==> src/rtl/dpe_pkg.sv <==
package dpe_pkg;
  // cyclic banking: element index -> bank and row inside the bank
  function automatic int unsigned bank_of(input int unsigned idx, input int unsigned lanes);
    return idx % lanes;
  endfunction

  function automatic int unsigned row_of(input int unsigned idx, input int unsigned lanes);
    return idx / lanes;
  endfunction
endpackage

==> src/rtl/dpe_tilebuf.sv <==
module dpe_tilebuf #(
  parameter int DW = 16,
  parameter int B  = 16,
  parameter int P  = 2,
  localparam int ROWS = B / P,
  localparam int RAW  = (ROWS > 1) ? $clog2(ROWS) : 1,
  localparam int IW   = $clog2(B)
) (
  input  logic            clk,
  input  logic            we,
  input  logic            wcopy,
  input  logic [IW-1:0]   widx,
  input  logic [DW-1:0]   wdata,
  input  logic            rcopy,
  input  logic [RAW-1:0]  rrow,
  output logic [P*DW-1:0] rdata
);
  import dpe_pkg::*;

  for (genvar g = 0; g < P; g++) begin : g_bank
    logic [DW-1:0] mem [2][ROWS];
    always_ff @(posedge clk) begin
      if (we && bank_of(int'(widx), P) == g)
        mem[wcopy][RAW'(row_of(int'(widx), P))] <= wdata;
    end
    assign rdata[g*DW +: DW] = mem[rcopy][rrow];
  end
endmodule

==> src/rtl/dpe_loader.sv <==
module dpe_loader #(
  parameter int AW = 16,
  parameter int B  = 16,
  localparam int IW = $clog2(B),
  localparam int CW = $clog2(2*B) + 1
) (
  input  logic          clk,
  input  logic          rst_n,
  input  logic          go,
  input  logic [AW-1:0] tile_a,
  input  logic [AW-1:0] tile_b,
  output logic          req_valid,
  input  logic          req_ready,
  output logic [AW-1:0] req_addr,
  input  logic          rsp_valid,
  output logic          busy,
  output logic          fill_done,
  output logic          we_a,
  output logic          we_b,
  output logic [IW-1:0] widx
);
  logic [CW-1:0] issued, recvd;
  logic [AW-1:0] pa, pb;
  logic          rsp_take;

  assign req_valid = busy && (issued < CW'(2*B));
  assign req_addr  = (issued < CW'(B)) ? pa + AW'(issued) : pb + AW'(issued - CW'(B));
  assign rsp_take  = busy && rsp_valid;
  assign fill_done = rsp_take && (recvd == CW'(2*B-1));
  assign we_a      = rsp_take && (recvd <  CW'(B));
  assign we_b      = rsp_take && (recvd >= CW'(B));
  assign widx      = recvd[IW-1:0];

  always_ff @(posedge clk or negedge rst_n) begin
    if (!rst_n) begin
      busy <= 1'b0; issued <= '0; recvd <= '0; pa <= '0; pb <= '0;
    end else if (go) begin
      busy <= 1'b1; issued <= '0; recvd <= '0; pa <= tile_a; pb <= tile_b;
    end else if (busy) begin
      if (req_valid && req_ready) issued <= issued + 1'b1;
      if (rsp_take) recvd <= recvd + 1'b1;
      if (fill_done) busy <= 1'b0;
    end
  end

  // a response only ever answers a request already accepted for this tile
  a_r7_rsp_follows_req: assert property (@(posedge clk) disable iff (!rst_n)
    rsp_valid |-> busy && (recvd < issued));
endmodule

==> src/rtl/dpe_mac.sv <==
module dpe_mac #(
  parameter int DW = 16,
  parameter int B  = 16,
  parameter int P  = 2,
  parameter int RW = 48,
  localparam int ROWS = B / P,
  localparam int RAW  = (ROWS > 1) ? $clog2(ROWS) : 1
) (
  input  logic                 clk,
  input  logic                 rst_n,
  input  logic                 go,
  output logic                 busy,
  output logic [RAW-1:0]       row,
  input  logic [P*DW-1:0]      lanes_a,
  input  logic [P*DW-1:0]      lanes_b,
  output logic                 part_valid,
  output logic signed [RW-1:0] part
);
  logic signed [RW-1:0] acc, row_sum;

  // P lane products folded by a balanced pairwise tree (P a power of two)
  function automatic logic signed [RW-1:0] tree_sum(input logic [P*DW-1:0] a,
                                                     input logic [P*DW-1:0] b);
    logic signed [RW-1:0] t [P];
    for (int i = 0; i < P; i++)
      t[i] = RW'($signed(a[i*DW +: DW])) * RW'($signed(b[i*DW +: DW]));
    for (int w = P; w > 1; w = w / 2)
      for (int i = 0; i < w / 2; i++)
        t[i] = t[2*i] + t[2*i+1];
    return t[0];
  endfunction

  assign row_sum = tree_sum(lanes_a, lanes_b);

  always_ff @(posedge clk or negedge rst_n) begin
    if (!rst_n) begin
      busy <= 1'b0; row <= '0; acc <= '0; part_valid <= 1'b0; part <= '0;
    end else begin
      part_valid <= 1'b0;
      if (go) begin
        busy <= 1'b1; row <= '0; acc <= '0;
      end else if (busy) begin
        if (row == RAW'(ROWS-1)) begin
          part <= acc + row_sum; part_valid <= 1'b1; busy <= 1'b0;
        end else begin
          acc <= acc + row_sum; row <= row + 1'b1;
        end
      end
    end
  end

  // a new tile is never handed over while the previous one is still reducing
  a_r8_go_only_idle: assert property (@(posedge clk) disable iff (!rst_n)
    go |-> !busy);
  a_r1_part_single: assert property (@(posedge clk) disable iff (!rst_n)
    part_valid |=> !part_valid);
endmodule

==> src/rtl/dotp_tiled_engine.sv <==
module dotp_tiled_engine #(
  parameter int DW = 16,
  parameter int AW = 16,
  parameter int LW = 16,
  parameter int B  = 16,
  parameter int P  = 2,
  parameter int RW = 2*DW + LW,
  localparam int LOGB = $clog2(B),
  localparam int ROWS = B / P,
  localparam int RAW  = (ROWS > 1) ? $clog2(ROWS) : 1
) (
  input  logic          clk,
  input  logic          rst_n,
  input  logic          start,
  input  logic [AW-1:0] base_a,
  input  logic [AW-1:0] base_b,
  input  logic [LW-1:0] len,
  output logic          busy,
  output logic          done,
  output logic          err,
  output logic          mem_req_valid,
  input  logic          mem_req_ready,
  output logic [AW-1:0] mem_req_addr,
  input  logic          mem_rsp_valid,
  input  logic [DW-1:0] mem_rsp_data,
  output logic [RW-1:0] result
);
  logic [AW-1:0] ba_q, bb_q;
  logic [LW-1:0] ntiles, ld_tiles, acc_tiles, tile_off;
  logic          wsel, rsel, loaded;
  logic          len_ok, start_acc, start_bad, swap, load_go, last_part;
  logic          ld_busy, fill_done, we_a, we_b, mac_busy, mac_pv;
  logic [LOGB-1:0]       widx;
  logic [RAW-1:0]        mac_row;
  logic [P*DW-1:0]       lanes_a, lanes_b;
  logic signed [RW-1:0]  part;

  // named control events
  assign len_ok    = (len != '0) && (len[LOGB-1:0] == '0);
  assign start_acc = start && !busy && len_ok;
  assign start_bad = start && !busy && !len_ok;
  assign swap      = busy && loaded && !mac_busy;
  assign load_go   = busy && !ld_busy && !loaded && (ld_tiles < ntiles);
  assign last_part = mac_pv && (acc_tiles == ntiles - 1'b1);
  assign tile_off  = ld_tiles << LOGB;

  dpe_loader #(.AW(AW), .B(B)) u_load (
    .clk(clk), .rst_n(rst_n), .go(load_go),
    .tile_a(ba_q + AW'(tile_off)), .tile_b(bb_q + AW'(tile_off)),
    .req_valid(mem_req_valid), .req_ready(mem_req_ready), .req_addr(mem_req_addr),
    .rsp_valid(mem_rsp_valid), .busy(ld_busy), .fill_done(fill_done),
    .we_a(we_a), .we_b(we_b), .widx(widx));

  dpe_tilebuf #(.DW(DW), .B(B), .P(P)) u_buf_a (
    .clk(clk), .we(we_a), .wcopy(wsel), .widx(widx), .wdata(mem_rsp_data),
    .rcopy(rsel), .rrow(mac_row), .rdata(lanes_a));

  dpe_tilebuf #(.DW(DW), .B(B), .P(P)) u_buf_b (
    .clk(clk), .we(we_b), .wcopy(wsel), .widx(widx), .wdata(mem_rsp_data),
    .rcopy(rsel), .rrow(mac_row), .rdata(lanes_b));

  dpe_mac #(.DW(DW), .B(B), .P(P), .RW(RW)) u_mac (
    .clk(clk), .rst_n(rst_n), .go(swap), .busy(mac_busy), .row(mac_row),
    .lanes_a(lanes_a), .lanes_b(lanes_b), .part_valid(mac_pv), .part(part));

  always_ff @(posedge clk or negedge rst_n) begin
    if (!rst_n) begin
      busy <= 1'b0; done <= 1'b0; err <= 1'b0; result <= '0;
      ba_q <= '0; bb_q <= '0; ntiles <= '0; ld_tiles <= '0; acc_tiles <= '0;
      wsel <= 1'b0; rsel <= 1'b0; loaded <= 1'b0;
    end else begin
      done <= 1'b0;
      if (start_acc) begin
        busy <= 1'b1; err <= 1'b0; result <= '0;
        ba_q <= base_a; bb_q <= base_b; ntiles <= len >> LOGB;
        ld_tiles <= '0; acc_tiles <= '0; wsel <= 1'b0; loaded <= 1'b0;
      end else if (start_bad) begin
        err <= 1'b1;
      end else if (busy) begin
        if (load_go) ld_tiles <= ld_tiles + 1'b1;
        if (fill_done) loaded <= 1'b1;
        if (swap) begin
          loaded <= 1'b0; rsel <= wsel; wsel <= ~wsel;
        end
        if (mac_pv) begin
          result <= result + part;
          acc_tiles <= acc_tiles + 1'b1;
          if (last_part) begin
            busy <= 1'b0; done <= 1'b1;
          end
        end
      end
    end
  end

  // copies change roles only when the fetch side has let go of its copy
  a_r8_swap_loader_idle: assert property (@(posedge clk) disable iff (!rst_n)
    swap |-> !ld_busy);
  a_r3_done_pulse: assert property (@(posedge clk) disable iff (!rst_n)
    done |=> !done);
  a_r2_req_only_busy: assert property (@(posedge clk) disable iff (!rst_n)
    mem_req_valid |-> busy);
  a_r4_reject_idle: assert property (@(posedge clk) disable iff (!rst_n)
    start_bad |=> (!busy && err));
  a_r1_result_hold: assert property (@(posedge clk) disable iff (!rst_n)
    (!busy && !start) |=> $stable(result));
  a_r1_part_in_range: assert property (@(posedge clk) disable iff (!rst_n)
    mac_pv |-> (acc_tiles < ntiles));
endmodule

==> config.mk <==
export PLATFORM = sky130hd
export DESIGN_NAME = dotp_tiled_engine
export DESIGN_NICKNAME = d
export VERILOG_FILES = /design/src/rtl/dpe_pkg.sv /design/src/rtl/dpe_tilebuf.sv /design/src/rtl/dpe_loader.sv /design/src/rtl/dpe_mac.sv /design/src/rtl/dotp_tiled_engine.sv
export SDC_FILE = /design/constraint.sdc
export NUM_CORES = 2
export LEC_CHECK = 0
export ABC_AREA = 1
export BUFFER_PORTS_ARGS = -buffer_cell sky130_fd_sc_hd__buf_2
export CAP_MARGIN = 15
export CORE_MARGIN = 10
export CORE_UTILIZATION = 40
export CTS_BUF_LIST = sky130_fd_sc_hd__clkbuf_4 sky130_fd_sc_hd__clkbuf_8 sky130_fd_sc_hd__clkbuf_16
export DETAILED_ROUTE_END_ITERATION = 10
export PLACE_DENSITY = 0.66
export REMOVE_ABC_BUFFERS = 1
export SLEW_MARGIN = 30
export SYNTH_ARGS = -nofsm -noshare
export SYNTH_HDL_FRONTEND = slang
export SYNTH_SLANG_ARGS = --single-unit
==> constraint.sdc <==
create_clock -name clk -period 15.85 [get_ports clk]
set_input_delay 4.755 -clock clk [delete_from_list [all_inputs] [get_ports clk]]
set_output_delay 4.755 -clock clk [all_outputs]
set_load 0.005 [all_outputs]
== Yosys cells after proc, flatten, opt, wreduce, memory -nomap -nowiden ==
Memory sizes are Yosys's and may differ from the RTL's.
Cells that the tools add are included.

* Flip-flop bits (word level): 276
* RAM bits: 1,024
* Output and inout bits: 68
* Word-level logic and storage cells: 186
* Memories kept: 4

* $add $sub $neg: 14
* Multipliers: 2
* $lt $le $gt $ge: 8
* Equality and inequality tests: 5
* Multiplexer cells: 77
* Bitwise logic cells: 6
* Reduce and logical (&&, ||, !) cells: 48

{| class="wikitable"
|+ Memory list
! memory !! depth !! bits a word !! rd ports !! clocked after Yosys merged registers in !! write ports !! RTL line !! RTL
|-
| u_buf_a.g_bank[0].mem || 2 || 128 || 1 || 0 || 1 || dpe_tilebuf.sv:21 || <nowiki>logic [DW-1:0] mem [2][ROWS];</nowiki>
|-
| u_buf_a.g_bank[1].mem || 2 || 128 || 1 || 0 || 1 || dpe_tilebuf.sv:21 ||
|-
| u_buf_b.g_bank[0].mem || 2 || 128 || 1 || 0 || 1 || dpe_tilebuf.sv:21 ||
|-
| u_buf_b.g_bank[1].mem || 2 || 128 || 1 || 0 || 1 || dpe_tilebuf.sv:21 ||
|}

{| class="wikitable"
|+ Operators by type and width
! kind !! count
|-
| 128-bit two-way mux || 4
|-
| 48-bit two-way mux || 7
|-
| 16-bit two-way mux || 18
|-
| 16-bit binary-select mux with 3-bit select || 4
|-
| 48-bit adder || 3
|-
| 16-bit by 16-bit multiplier with 32-bit output || 2
|-
| 16-bit adder || 3
|-
| 16-bit demux with 3-bit select || 1
|-
| 6-bit two-way mux || 6
|-
| 1-bit two-way mux || 34
|-
| 16-bit by 1-bit adder with 16-bit output, second input constant || 2
|-
| 32-bit logical NOT || 1
|-
| 1-bit logical AND || 21
|-
| 2-bit nonzero test || 9
|-
| 16-bit by 6-bit adder with 16-bit output || 1
|-
| 16-bit == test || 1
|-
| 16-bit by 12-bit < comparator with 1-bit output || 1
|-
| 16-bit nonzero test || 1
|-
| 3-bit AND reduction || 5
|-
| 12-bit by 1-bit subtractor with 13-bit output, second input constant || 1
|-
| 6-bit by 1-bit adder with 6-bit output, second input constant || 2
|-
| 6-bit by 5-bit < comparator with 1-bit output, second input constant || 2
|-
| 3-bit two-way mux || 3
|-
| 4-bit >= comparator, second input constant || 2
|-
| 15 further kinds || 26
|}

== Longest topological paths before layout ==
* Depth after elaboration: 10
* Gate-level depth with buffers: 50

== Hierarchy ==
Synthesis repeated with hierarchy kept, for this count alone.

* Cells, all modules: 10,255
* Area total of the unflattened synthesis: 89,962.5 µm²

{| class="wikitable"
|+ By module, submodules not included
! module !! instances !! cells each !! area each (µm²) !! seq. area each (µm²)
|-
| dpe_tilebuf || 2 || 2,119 || 22,236.3 || 15,374.7
|-
| dpe_mac || 1 || 3,822 || 31,217.4 || 2,527.4
|-
| dotp_tiled_engine || 1 || 1,679 || 10,918.0 || 3,253.1
|-
| dpe_loader || 1 || 516 || 3,354.5 || 1,126.1
|}

== Least setup slack after synthesis ==
OpenSTA, ideal clock, no wires.

* Path kind: reg2reg
* Start point: register rsel
* End point: register u_mac.acc[46]
* Setup time: 118 ps
* Arrival time: 8,456 ps
* Setup slack: 7,276 ps
* Cell stages (with the launch flop): 43
* Buffers on the path: 5
* Cell sequence: dfrtp_1 -> buf_6 -> buf_12 -> inv_4 -> buf_6 -> buf_2 -> nor2_1 -> o221ai_1 -> nand3_1 -> nand2_2 -> buf_4 -> nand2_1 -> fa_1 -> inv_1 -> fa_1 -> fa_1 -> fa_1 -> fa_1 -> [... 7 more ...] -> nor2_1 -> nor2_1 -> nand2_1 -> nand3_1 -> nand2_1 -> fa_1 -> ha_1 -> nand2_1 -> nor2_1 -> inv_1 -> nor2_1 -> nand2_1 -> nor2_1 -> nand2_1 -> nand3_1 -> nand2_1 -> nand3_1 -> nand2_1

* Cells in the longest elaborated chain, start to end: 10
* Elaborated cells on any way between the ends: 23

{| class="wikitable"
|+ Ends and longest elaborated chain
! what !! RTL line !! RTL
|-
| from (decl) || dotp_tiled_engine.sv:30 || <nowiki>logic wsel, rsel, loaded;</nowiki>
|-
| from (signal assigned) || dotp_tiled_engine.sv:70 || <nowiki>wsel <= 1'b0; rsel <= 1'b0; loaded <= 1'b0;</nowiki>
|-
| from (signal assigned) || dotp_tiled_engine.sv:83 || <nowiki>loaded <= 1'b0; rsel <= wsel; wsel <= ~wsel;</nowiki>
|-
| memory 2 x 128 bit || n/a ||
|-
| 16-bit binary-select mux with 3-bit select || dpe_tilebuf.sv:26 || <nowiki>assign rdata[g*DW +: DW] = mem[rcopy][rrow];</nowiki>
|-
| 16-bit two-way mux (implied by the code) (2 in a row) || dpe_tilebuf.sv:26 ||
|-
| 16-bit by 16-bit multiplier with 32-bit output || dpe_mac.sv:26 || <nowiki>t[i] = RW'($signed(a[i*DW +: DW])) * RW'($signed(b[i*DW +: DW]));</nowiki>
|-
| 48-bit adder (*) || dpe_mac.sv:29 || <nowiki>t[i] = t[2*i] + t[2*i+1];</nowiki>
|-
| 48-bit adder (*) || dpe_mac.sv:46 || <nowiki>acc <= acc + row_sum; row <= row + 1'b1;</nowiki>
|-
| 48-bit two-way mux (*) || dpe_mac.sv:43 || <nowiki>if (row == RAW'(ROWS-1)) begin</nowiki>
|-
| 48-bit two-way mux (*) || dpe_mac.sv:42 || <nowiki>end else if (busy) begin</nowiki>
|-
| 48-bit two-way mux (*) || dpe_mac.sv:40 || <nowiki>if (go) begin</nowiki>
|-
| to (signal assigned) || dpe_mac.sv:46 ||
|-
| to (decl) || dpe_mac.sv:19 || <nowiki>logic signed [RW-1:0] acc, row_sum;</nowiki>
|}

Mark *: on every way between the ends. The rest lies on a longest branch, timed or not. The select of a mux whose other input is x is not followed.
A chain may end at the register's enable or synchronous reset.

== Final worst setup path ==
* Start point: register rsel
* End point: register u_mac.part[46]

* Cells in the longest elaborated chain, start to end: 7
* Elaborated cells on any way between the ends: 20

{| class="wikitable"
|+ Ends and longest elaborated chain
! what !! RTL line !! RTL
|-
| memory 2 x 128 bit || n/a ||
|-
| 16-bit binary-select mux with 3-bit select || dpe_tilebuf.sv:26 ||
|-
| 16-bit two-way mux (implied by the code) (2 in a row) || dpe_tilebuf.sv:26 ||
|-
| 16-bit by 16-bit multiplier with 32-bit output || dpe_mac.sv:26 ||
|-
| 48-bit adder (*) || dpe_mac.sv:29 ||
|-
| 48-bit adder (*) || dpe_mac.sv:44 || <nowiki>part <= acc + row_sum; part_valid <= 1'b1; busy <= 1'b0;</nowiki>
|-
| to (signal assigned) || dpe_mac.sv:37 || <nowiki>busy <= 1'b0; row <= '0; acc <= '0; part_valid <= 1'b0; part <= '0;</nowiki>
|-
| to (signal assigned) || dpe_mac.sv:44 ||
|-
| to (decl) || dpe_mac.sv:17 || <nowiki>output logic signed [RW-1:0] part</nowiki>
|}

Marked as above.

==> results.ini <==
[run_status]
status = completed

[logic_synthesis]
yosys_most_used_dff = edfxtp_1
ys_top_cells_by_area = edfxtp_1 (36%), fa_1 (14%), nand2_1 (9.1%)
synth-edff-count = 1024
synth_xor_area_frac = 0.01662
ys_seq_elements = 1300
synth_common_cells = nand2_1 (2046), inv_1 (1489), edfxtp_1 (1024)
synthCells = 8928
synth-async-reset-ratio = 0.2123
synth_top_area_frac = 0.3631
synth_cell_types = 46
synth.most_common_cell = nand2_1
yosysTopAreaCell = edfxtp_1
avgSynthCellArea_sq_um = 9.486
synth-compound-area-share = 0.07837
ys_warn_count = 0
synth.cell_area_sq_um = 84690
synth_adder_area_share = 0.1837
synth_top_family_by_area = adder cells
synth_mux_area_frac = 0.02056
synth_seq_area_share = 0.4446
yosys.area_share.simple = 0.1671

[die]
die_area_sq_um = 230500
pin_count = 137
die_w_um = 480.1
die_h_um = 480.1
row_count = 168
start_util = 0.4029
core-area_sq_um = 210200

[worst_setup_path]
worst-path-stages = 43
path_class = flop to flop
path_common_cell = nand2_1
worst_ep_arrival_time_ps = 12680
cp_top_family = adder cells
critical_path_buf_inv_count = 10
cp_slowest_cell = buf_4
cp-end-kind = flop
path_max_fanout = 116
required_ps = 16540
startpoint_type = flop
ff2ff_path_depth = 43
crit_path_max_incr_delay_ps = 830

[clocking]
cts_resized = 0
cts_sinks = 1300
postCtsSetupBuffers = 0
hold_buffers = 0
cts_tree = built
cts_root_buffer = clkbuf_16
clockBufferDepth = 3
htree_levels = 4
clk_latency_ps = 810
numCtsBuffers = 141
path_clk_slew_ps = 60

[sta]
worst_slack_ps = 3865
whs_ps = 470.6
setup_viol = 0
clock_skew_ps = 69.50
worst-slew-pin-transition_ps = 1001
hold_violations = 0
slew_violations = 0
max_freq_mhz = 83.43
slew_headroom = 0.3305
rsz0062_at_grt = false
layout_min_cycle_time_ps = 11990
fin_crit_sh = 0.7562
finalSetupTns_ps = 0

[place]
port_buffers = 136
place_congestion = 0.9239
hpwl_mm = 164.0
dpl_cell_area_sq_um = 88010
place_ws_ps = 4119

[detailed_routing]
drc = 0
viasPerCell = 5.242
drt_iter0_markers = 5175
vias = 62430
drtAntennaViolNets = 0
post_drt_wl_per_cell_um = 19.88
dr.pass1.iters = 9
routed_wirelength_mm = 236.8

[cells_and_area]
syn_to_final_growth_pct = 9.767
drive_gt1_frac = 0.06601
multiInputGateArea_sq_um = 39670
nFillCells = 19840
seq_area_sq_um = 37670
fin_area_sq_um = 92960
final_nets = 9954

[global_routing]
grt_antenna_before_repair = 7
grt_pass1_vias = 63370
grt_max_degree = 193
overflow = 0
grt_usage = 0.2010
grt_pass1_wl_mm = 367.3

[hold_path]
hold_path_class = flop to flop
hold_depth = 2

[job]
max_cap_viol_count = 0

## metal layers
layer | GRT usage | part of all wire | vias up
met5 | 0 | 0.000089 | -
met3 | 0.03028 | 0.063 | 407
met2 | 0.3375 | 0.47 | 2036
met1 | 0.2672 | 0.43 | 30800
met4 | 0.06340 | 0.032 | 4
li1 | - | - | 29180
## area by class of cell
| cell class | instances | area share |
|---|---|---|
| Multi-Input combinational cell | 5801 | 0.4267 |
| Sequential cell | 1300 | 0.4052 |
| Inverter | 1503 | 0.06088 |
| Clock buffer | 170 | 0.04083 |
| Tap cell | 2805 | 0.03775 |
| Timing Repair Buffer | 241 | 0.01682 |
| Clock inverter | 89 | 0.01176 |
| Antenna cell | 1 | 0.00002692 |
## per-stage QoR
stage          std cells  utilization
6_report           11910       0.4423
5_1_grt            11910       0.4423
4_1_cts            11910       0.4420
3_5_place_dp       11650       0.4187
3_3_place_gp       11650       0.4186
2_1_floorplan       8604            -
## tightest hold or removal path, cell delays in order, from the launching register on
cell and delay (ps):
dfrtp_1 340, nand2_1 50, nand2_1 50
## sequential cells by signal (all words and copies together), names as in the netlist, 3 cells and up
name / count
u_load.issued: 6
ld_tiles: 16
u_load.pa: 16
u_mac.row: 3
result: 48
u_buf_b.g_bank.mem: 512
bb_q: 16
acc_tiles: 16
u_load.pb: 16
ntiles: 12
ba_q: 16
u_mac.acc: 48
u_buf_a.g_bank.mem: 512
u_load.recvd: 6
u_mac.part: 48
## cell families after synthesis
group / Yosys count
simple gates: 3493
buf+inv: 1827
flops: 1300
compound gates: 1078
fa+ha+maj: 897
mux: 174
xor+xnor: 159
## path summary, 6_finish.rpt
check	startpoint	to	slack (ps)
min	bb_q[3]$_DFFE_PN0P_	u_load.pb[3]$_DFFE_PN0P_	470
min reg2reg	bb_q[3]$_DFFE_PN0P_	u_load.pb[3]$_DFFE_PN0P_	470
max in group asynchronous	rst_n	u_mac.part[39]$_DFFE_PN0P_	9790
max	rsel$_DFFE_PN0P_	u_mac.part[46]$_DFFE_PN0P_	3860
max reg2reg	rsel$_DFFE_PN0P_	u_mac.part[46]$_DFFE_PN0P_	3860
min in group asynchronous	rst_n	bb_q[7]$_DFFE_PN0P_	3940
## cell usage in the layout (no fill, tap or decap), types with 17 or more instances in the layout
cell	instances
a21o_1	18
a21oi_1	190
buf_2	135
buf_4	98
clkbuf_16	141
clkbuf_4	21
clkinv_1	23
clkinv_2	25
dfrtp_1	272
edfxtp_1	1024
fa_1	577
ha_1	320
inv_1	1488
mux2i_1	174
nand2_1	2040
nand2_2	64
nand3_1	387
nand3b_1	23
nand4_1	64
nor2_1	809
nor3_1	54
o211ai_1	89
o21ai_0	487
o21bai_1	28
o221ai_1	169
o32ai_1	55
or2_2	17
xnor2_1	75
xor2_1	83
Power is not shown: default switching activity piles up to over one toggle a cycle in this logic, so the estimate is an artifact.
